$ cat src/rtl/accel_evt_pkg.sv
package accel_evt_pkg;
  localparam int NUM_AXES = 3;

  typedef enum logic {
    DB_DECREMENT = 1'b0,
    DB_RESTART   = 1'b1
  } db_mode_e;
endpackage

$ cat src/rtl/evt_axis_cmp.sv
module evt_axis_cmp #(
  parameter int DW = 12
) (
  input  logic signed [DW-1:0] smp,
  input  logic        [DW-1:0] thr,
  output logic                 above,
  output logic                 below,
  output logic                 neg
);
  logic [DW-1:0] mag;

  // Two's complement absolute value; the most negative code maps to 2^(DW-1).
  always_comb begin
    mag   = smp[DW-1] ? (~smp + 1'b1) : smp;
    above = (mag > thr);
    below = (mag < thr);
    neg   = smp[DW-1];
  end
endmodule

$ cat src/rtl/evt_debounce.sv
module evt_debounce
  import accel_evt_pkg::*;
#(
  parameter int CW = 8
) (
  input  logic          clk,
  input  logic          rst,
  input  logic          smp_valid,
  input  logic          cond,
  input  db_mode_e      mode,
  input  logic          latch,
  input  logic          rd,
  input  logic [CW-1:0] dbnc,
  output logic          evt
);
  logic [CW-1:0] cnt_q, cnt_inc, cnt_dec, cnt_nxt;
  logic          evt_q, evt_nxt, rd_clr;

  assign rd_clr = latch & rd;

  always_comb begin
    cnt_inc = (cnt_q >= dbnc) ? dbnc : cnt_q + 1'b1;
    if (cnt_q == '0)
      cnt_dec = '0;
    else if ((cnt_q - 1'b1) > dbnc)
      cnt_dec = dbnc;
    else
      cnt_dec = cnt_q - 1'b1;

    if (cond)
      cnt_nxt = cnt_inc;
    else if (mode == DB_RESTART)
      cnt_nxt = '0;
    else
      cnt_nxt = cnt_dec;

    evt_nxt = evt_q;
    if (cond && (cnt_nxt >= dbnc))
      evt_nxt = 1'b1;
    else if (!cond && !latch && ((mode == DB_RESTART) || (cnt_nxt == '0)))
      evt_nxt = 1'b0;
  end

  always_ff @(posedge clk) begin
    if (rst) begin
      cnt_q <= '0;
      evt_q <= 1'b0;
    end else if (rd_clr) begin
      cnt_q <= '0;
      evt_q <= 1'b0;
    end else if (smp_valid) begin
      cnt_q <= cnt_nxt;
      evt_q <= evt_nxt;
    end
  end

  assign evt = evt_q;

  assert_read_clears_R8: assert property (@(posedge clk) disable iff (rst)
    (latch && rd) |=> (!evt_q && cnt_q == '0));

  assert_latched_hold_R8: assert property (@(posedge clk) disable iff (rst)
    (latch && evt_q && !rd) |=> evt_q);

  assert_cnt_saturates_R11: assert property (@(posedge clk) disable iff (rst)
    (smp_valid && !rd_clr) |=> (cnt_q <= $past(dbnc)));

  assert_idle_hold_R13: assert property (@(posedge clk) disable iff (rst)
    (!smp_valid && !rd_clr) |=> ($stable(evt_q) && $stable(cnt_q)));

  assert_restart_clears_R6: assert property (@(posedge clk) disable iff (rst)
    (smp_valid && !rd_clr && !cond && mode == DB_RESTART) |=> (cnt_q == '0));
endmodule

$ cat src/rtl/accel_event_detect.sv
module accel_event_detect
  import accel_evt_pkg::*;
#(
  parameter int DW = 12,
  parameter int CW = 8
) (
  input  logic                       clk,
  input  logic                       rst,
  input  logic                       smp_valid,
  input  logic signed [DW-1:0]       smp_x,
  input  logic signed [DW-1:0]       smp_y,
  input  logic signed [DW-1:0]       smp_z,
  input  logic                       cfg_motion,
  input  logic                       cfg_latch,
  input  logic                       cfg_clr_mode,
  input  logic [NUM_AXES-1:0]        cfg_axis_en,
  input  logic [DW-1:0]              cfg_thresh,
  input  logic [CW-1:0]              cfg_dbnc,
  input  logic                       src_rd,
  output logic                       evt_active,
  output logic [NUM_AXES-1:0]        axis_hit,
  output logic [NUM_AXES-1:0]        axis_neg
);
  logic signed [DW-1:0] smp_arr [NUM_AXES];
  logic [NUM_AXES-1:0]  above, below, negb;
  logic [NUM_AXES-1:0]  hit_q, neg_q;
  logic                 cond, freeze;

  assign smp_arr[0] = smp_x;
  assign smp_arr[1] = smp_y;
  assign smp_arr[2] = smp_z;

  for (genvar a = 0; a < NUM_AXES; a++) begin : g_axis
    evt_axis_cmp #(.DW(DW)) u_cmp (
      .smp   (smp_arr[a]),
      .thr   (cfg_thresh),
      .above (above[a]),
      .below (below[a]),
      .neg   (negb[a])
    );
  end

  always_comb begin
    if (cfg_axis_en == '0)
      cond = 1'b0;
    else if (cfg_motion)
      cond = |(cfg_axis_en & above);
    else
      cond = &(~cfg_axis_en | below);
  end

  evt_debounce #(.CW(CW)) u_dbnc (
    .clk       (clk),
    .rst       (rst),
    .smp_valid (smp_valid),
    .cond      (cond),
    .mode      (db_mode_e'(cfg_clr_mode)),
    .latch     (cfg_latch),
    .rd        (src_rd),
    .dbnc      (cfg_dbnc),
    .evt       (evt_active)
  );

  assign freeze = cfg_latch & evt_active & ~src_rd;

  always_ff @(posedge clk) begin
    if (rst) begin
      hit_q <= '0;
      neg_q <= '0;
    end else if (smp_valid && !freeze) begin
      hit_q <= cfg_axis_en & above;
      neg_q <= cfg_axis_en & above & negb;
    end
  end

  assign axis_hit = hit_q;
  assign axis_neg = neg_q;

  assert_freeze_holds_R9: assert property (@(posedge clk) disable iff (rst)
    freeze |=> ($stable(hit_q) && $stable(neg_q)));

  assert_disabled_no_hit_R3: assert property (@(posedge clk) disable iff (rst)
    (smp_valid && !freeze && cfg_axis_en == '0) |=> (hit_q == '0));

  assert_neg_needs_hit_R2: assert property (@(posedge clk) disable iff (rst)
    ((neg_q & ~hit_q) == '0));

  assert_unlatched_read_ignored_R7: assert property (@(posedge clk) disable iff (rst)
    (!cfg_latch && src_rd && !smp_valid) |=> $stable(evt_active));
endmodule

$ cat config.mk
export PLATFORM = sky130hd
export DESIGN_NAME = accel_event_detect
export DESIGN_NICKNAME = d
export VERILOG_FILES = /design/src/rtl/accel_evt_pkg.sv /design/src/rtl/evt_axis_cmp.sv /design/src/rtl/evt_debounce.sv /design/src/rtl/accel_event_detect.sv
export SDC_FILE = /design/constraint.sdc
export NUM_CORES = 1
export LEC_CHECK = 0
export CORE_MARGIN = 4
export CORE_UTILIZATION = 45
export CTS_CLUSTER_SIZE = 16
export DETAILED_ROUTE_END_ITERATION = 6
export MAX_ROUTING_LAYER = met4
export PLACE_DENSITY = 0.72
export SYNTH_ARGS = -nofsm -noshare
export SYNTH_HDL_FRONTEND = slang
export SYNTH_HIERARCHICAL = 1
export SYNTH_SLANG_ARGS = --single-unit
$ cat constraint.sdc
create_clock -name clk -period 6.7 [get_ports clk]
set_clock_uncertainty 0.1 [all_clocks]
set_input_delay 1.005 -clock clk [delete_from_list [all_inputs] [get_ports clk]]
set_output_delay 1.005 -clock clk [all_outputs]
set_load 0.1 [all_outputs]
==> results of run 1 <==
flip-flops by register name (all words and copies together) (netlist names):
signal / count
axis_neg: 3
u_dbnc/evt: 1
u_dbnc/cnt_q: 8
axis_hit: 3
power breakdown:
part,internal (mW),switching [mW],total (mW)
sequential,0.0941,0.0111,0.105
clock,0.0412,0.0327,0.0739
combinational,0.171,0.198,0.369
cell usage in the layout, fill, tap and decap left out, types with 4 or more instances in the layout:
cell	count
a21oi_1	23
mux2i_1	9
a21o_1	4
dfxtp_1	15
nand3b_1	4
clkdlybuf4s50_1	72
ha_1	66
nor3_1	4
a211oi_1	10
nor2b_1	5
o21ai_0	25
inv_1	65
nor2_1	32
nand2_1	40
o22ai_1	5
nor4_1	8
o31ai_2	6
nand2b_1	7
and3_1	9
xnor2_1	34
xor2_1	5
nand3_1	12
o21a_1	4
nand4_1	10
metrics by stage:
step                instances  total power, mW  setup WS (ns)
floorplan                 464            0.355           1.35
global placement          622            0.463          0.691
detailed placement        622            0.473          0.524
CTS                       626            0.548          0.772
global route              626            0.598          0.265
finish                    626            0.548          0.710
cells by family after synthesis:
| logic type | after synthesis | share of synthesized area |
|---|---|---|
| compound gates | 103 | 0.212 |
| xor+xnor | 39 | 0.0984 |
| fa+ha+maj | 66 | 0.238 |
| buf+inv | 81 | 0.0952 |
| flops | 15 | 0.0865 |
| mux | 10 | 0.0292 |
| simple gates | 150 | 0.240 |
path summary, 6_finish.rpt:
kind	cells past startpoint	from	endpoint
min	2	axis_neg[0]	axis_neg[0]
min reg2reg	2	axis_neg[0]	axis_neg[0]
max	26	smp_z[3]	u_dbnc/evt
max reg2reg	19	u_dbnc/cnt_q[3]	u_dbnc/evt
critical path: cells and delay by family:
kind                       cells  cell delay, ns
xor gates and xnor gates       1            0.11
AOI/OAI and AO/OA             13            2.44
adders and majority gates      2            0.58
and+or+nand+nor                8            1.18
buffers and inverters          2            0.70
synth_stat cells, types with 6 or more instances:
cell type / count / area [µm²]
a211oi_1: 10 / 75.1
a21oi_1: 23 / 115
and3_1: 9 / 56.3
clkbuf_1: 6 / 22.5
dfxtp_1: 15 / 300
ha_1: 66 / 826
inv_1: 65 / 244
mux2i_1: 9 / 90.1
nand2_1: 40 / 150
nand2b_1: 7 / 43.8
nand3_1: 12 / 60.1
nand4_1: 10 / 62.6
nor2_1: 32 / 120
nor4_1: 8 / 50.1
o21ai_0: 25 / 125
o31ai_2: 6 / 75.1
xnor2_1: 34 / 298
per-layer routing:
layer / share of wire / wire, µm
met1: 0.47 / 4350
met2: 0.48 / 4370
met3: 0.038 / 351
met4: 0.011 / 104
met5: 0 / 0
final cells by class:
class                      instances  share of cell area
inverter                          66              0.0577
tap                               99              0.0288
sequential                        15              0.0699
timing repair buffer              74               0.171
clock buffer                       3             0.00962
multi-input combinational        368               0.661
clock inverter                     1             0.00117
==> results.md, run 1 <==
- The met3 usage in global routing is 0.0172.
- The initial antenna violation count came to 0.
- CTS saw 15 sinks.
- The analysis attributes to cell leakage a power of 2.02 nW.
- The arrival time at the worst endpoint is 6.03 ns.
- The register area is roughly 300 µm².
- The class of the most critical setup path is input port to flip-flop.
- The max-slew violation total from the final report was 0.
- Dividing the detail-routed wire length by the instance count gives 14.7 µm.
- The critical-path cell with the highest stage delay is clkdlybuf4s50_1.
- The overall die area is between 9000 and 10000 µm².
- The mapped netlist covers between 3000 and 4000 µm².
- The minimum clock period after layout is 5.99 ns.
- The area occupied by multi-input gates is 2840 µm².
- The final non-filler cell area is 4290 µm².
- Buffers inserted during clock tree synthesis total 3.
- Entering global routing, the biggest net connects 25 pins.
- The largest incremental delay on the critical path is 0.50 ns.
- The final cycle utilization of the critical path is 0.894.
- Power spread over the standard cell area amounts to 128 nW/µm².
- The residual antenna-violating net count after detailed routing is 0.
- The average cell area after synthesis is about 7.5 µm².
- At the end of the flow, the number of nets in the layout was 660.
- The tool flagged a number of max-cap violations equal to 0.
- The kind of launch point of the worst setup path is an input port.
- The deepest level of the CTS H-tree is 1.
- The share of cells above drive strength 1 is 0.0626.
- Counting flops with a built-in enable in the synthesized netlist gives 0.
- The fraction of synthesis flops using an asynchronous set or reset pin is 0.
- The worst vdd rail ir drop is ~0.000053 V.
- Setup repair after global routing left no endpoint under its margin.
- The number of instances in the synthesized netlist is 464.
- The number of storage elements in the synthesis netlist is 15.
- The number of I/O port buffers is between 70 and 80.
- The total half-perimeter wirelength after legalization and detailed placement is 7860 µm.
- At the worst endpoint, the required time is 6.74 ns.
- The endpoint kind of the worst setup timing path is a flip-flop.
- Relative to the synthesized area, the layout overhead comes to 23.7%.
- The routed wire length is approximately 9200 µm.
- The number of diodes added for antenna fixing is 0.
- Derived from the worst setup path, the maximum achievable clock frequency is 0.167 GHz.
- The insertion delay to the later sink of the worst-skew pair is ~0.25 ns.
- Counting stages on the worst path, the most repeated cell is o21ai_0.
- The clock-pin slew of the registers on the worst-case setup and hold paths is roughly 0.06 ns.
- TritonCTS built the clock tree.
- The global routing usage on met1 is 0.270.
- The number of buffers inserted to repair setup after CTS is 0.
- Setup violations remaining at the end of the flow were counted as 0.
- The detailed-route via count is 3432.
- Before antenna repair, the detailed router went through 4 iterations.
- The final core utilization is 0.583.
- The detailed router finished its first iteration with 109 violations.
- Hold timing on the final database bottoms out at a slack of 0.374 ns.
- Dividing the detail-routed via count by the number of cells gives about 5.5.
- Global routing finished with a remaining overflow of 0.
- met2 is the most crowded layer.
- After synthesis, the netlist uses 57 different library cells.
- The number of cells upsized or downsized after cts is 0.
- The top fanout value on the critical path is 8.
- The number of hold violations in the final report is 0.
- The worst register-to-register path has a setup slack of 2.09 ns.
- The warning count from the yosys run is 6.
- The number of cell rows is 31.
- The synthesized netlist net count is roughly 600.
- For this run, the leading register cell type out of synthesis is dfxtp_1.
- The via count of the first global-routing pass is 3299.
- The all-layer global routing usage is 0.209.
- In the global route stage, met2 resource usage came out at 0.360.
- For this run, design rule violations remaining after detail routing come to 0.
- The maximum count of clock buffers along a single path is 2.
- The root buffer cell chosen for the clock tree is clkbuf_8.
- In this run the horizontal extent of the chip is 95.8 µm.
- At the pin with the least slew margin, the transition time is 0.984 ns.
- The share of the Yosys chip area taken by registers is 0.0865.
- From bottom edge to top edge, the die measures 95.8 µm.
- The initial cell density of the core is 0.471.
- The count of hold buffers inserted by post-cts repair is 0.
- The global-route wire length before repair is about 15000 µm.
- The number of top-level design ports is 73.
- The final estimated routing congestion in global placement is 0.932.
- The remaining max-slew budget at the tightest pin is 0.342.
- The post-placement cell area is 4250 µm².
- The total of fill cells in the finished design is between 700 and 800.
- The flow ran to the end, and the final reports show no timing, DRC or antenna violations.
- The path class of the lowest-slack min-delay path is flip-flop to flip-flop.
- The setup TNS after final layout is 0 ns.
- The area of the core region is approximately 7400 µm².
(Power assumes the default switching activity.)
==> run 2, diff against run 1 <==
--- a/config.mk
+++ b/config.mk
@@ -5,6 +5,7 @@
 export SDC_FILE = /design/constraint.sdc
 export NUM_CORES = 1
 export LEC_CHECK = 0
+export CAP_MARGIN = 20
 export CORE_MARGIN = 4
 export CORE_UTILIZATION = 45
 export CTS_CLUSTER_SIZE = 16
==> results of run 2 <==
Same layout as run 1: the final DEF is identical, and so are final timing and power.
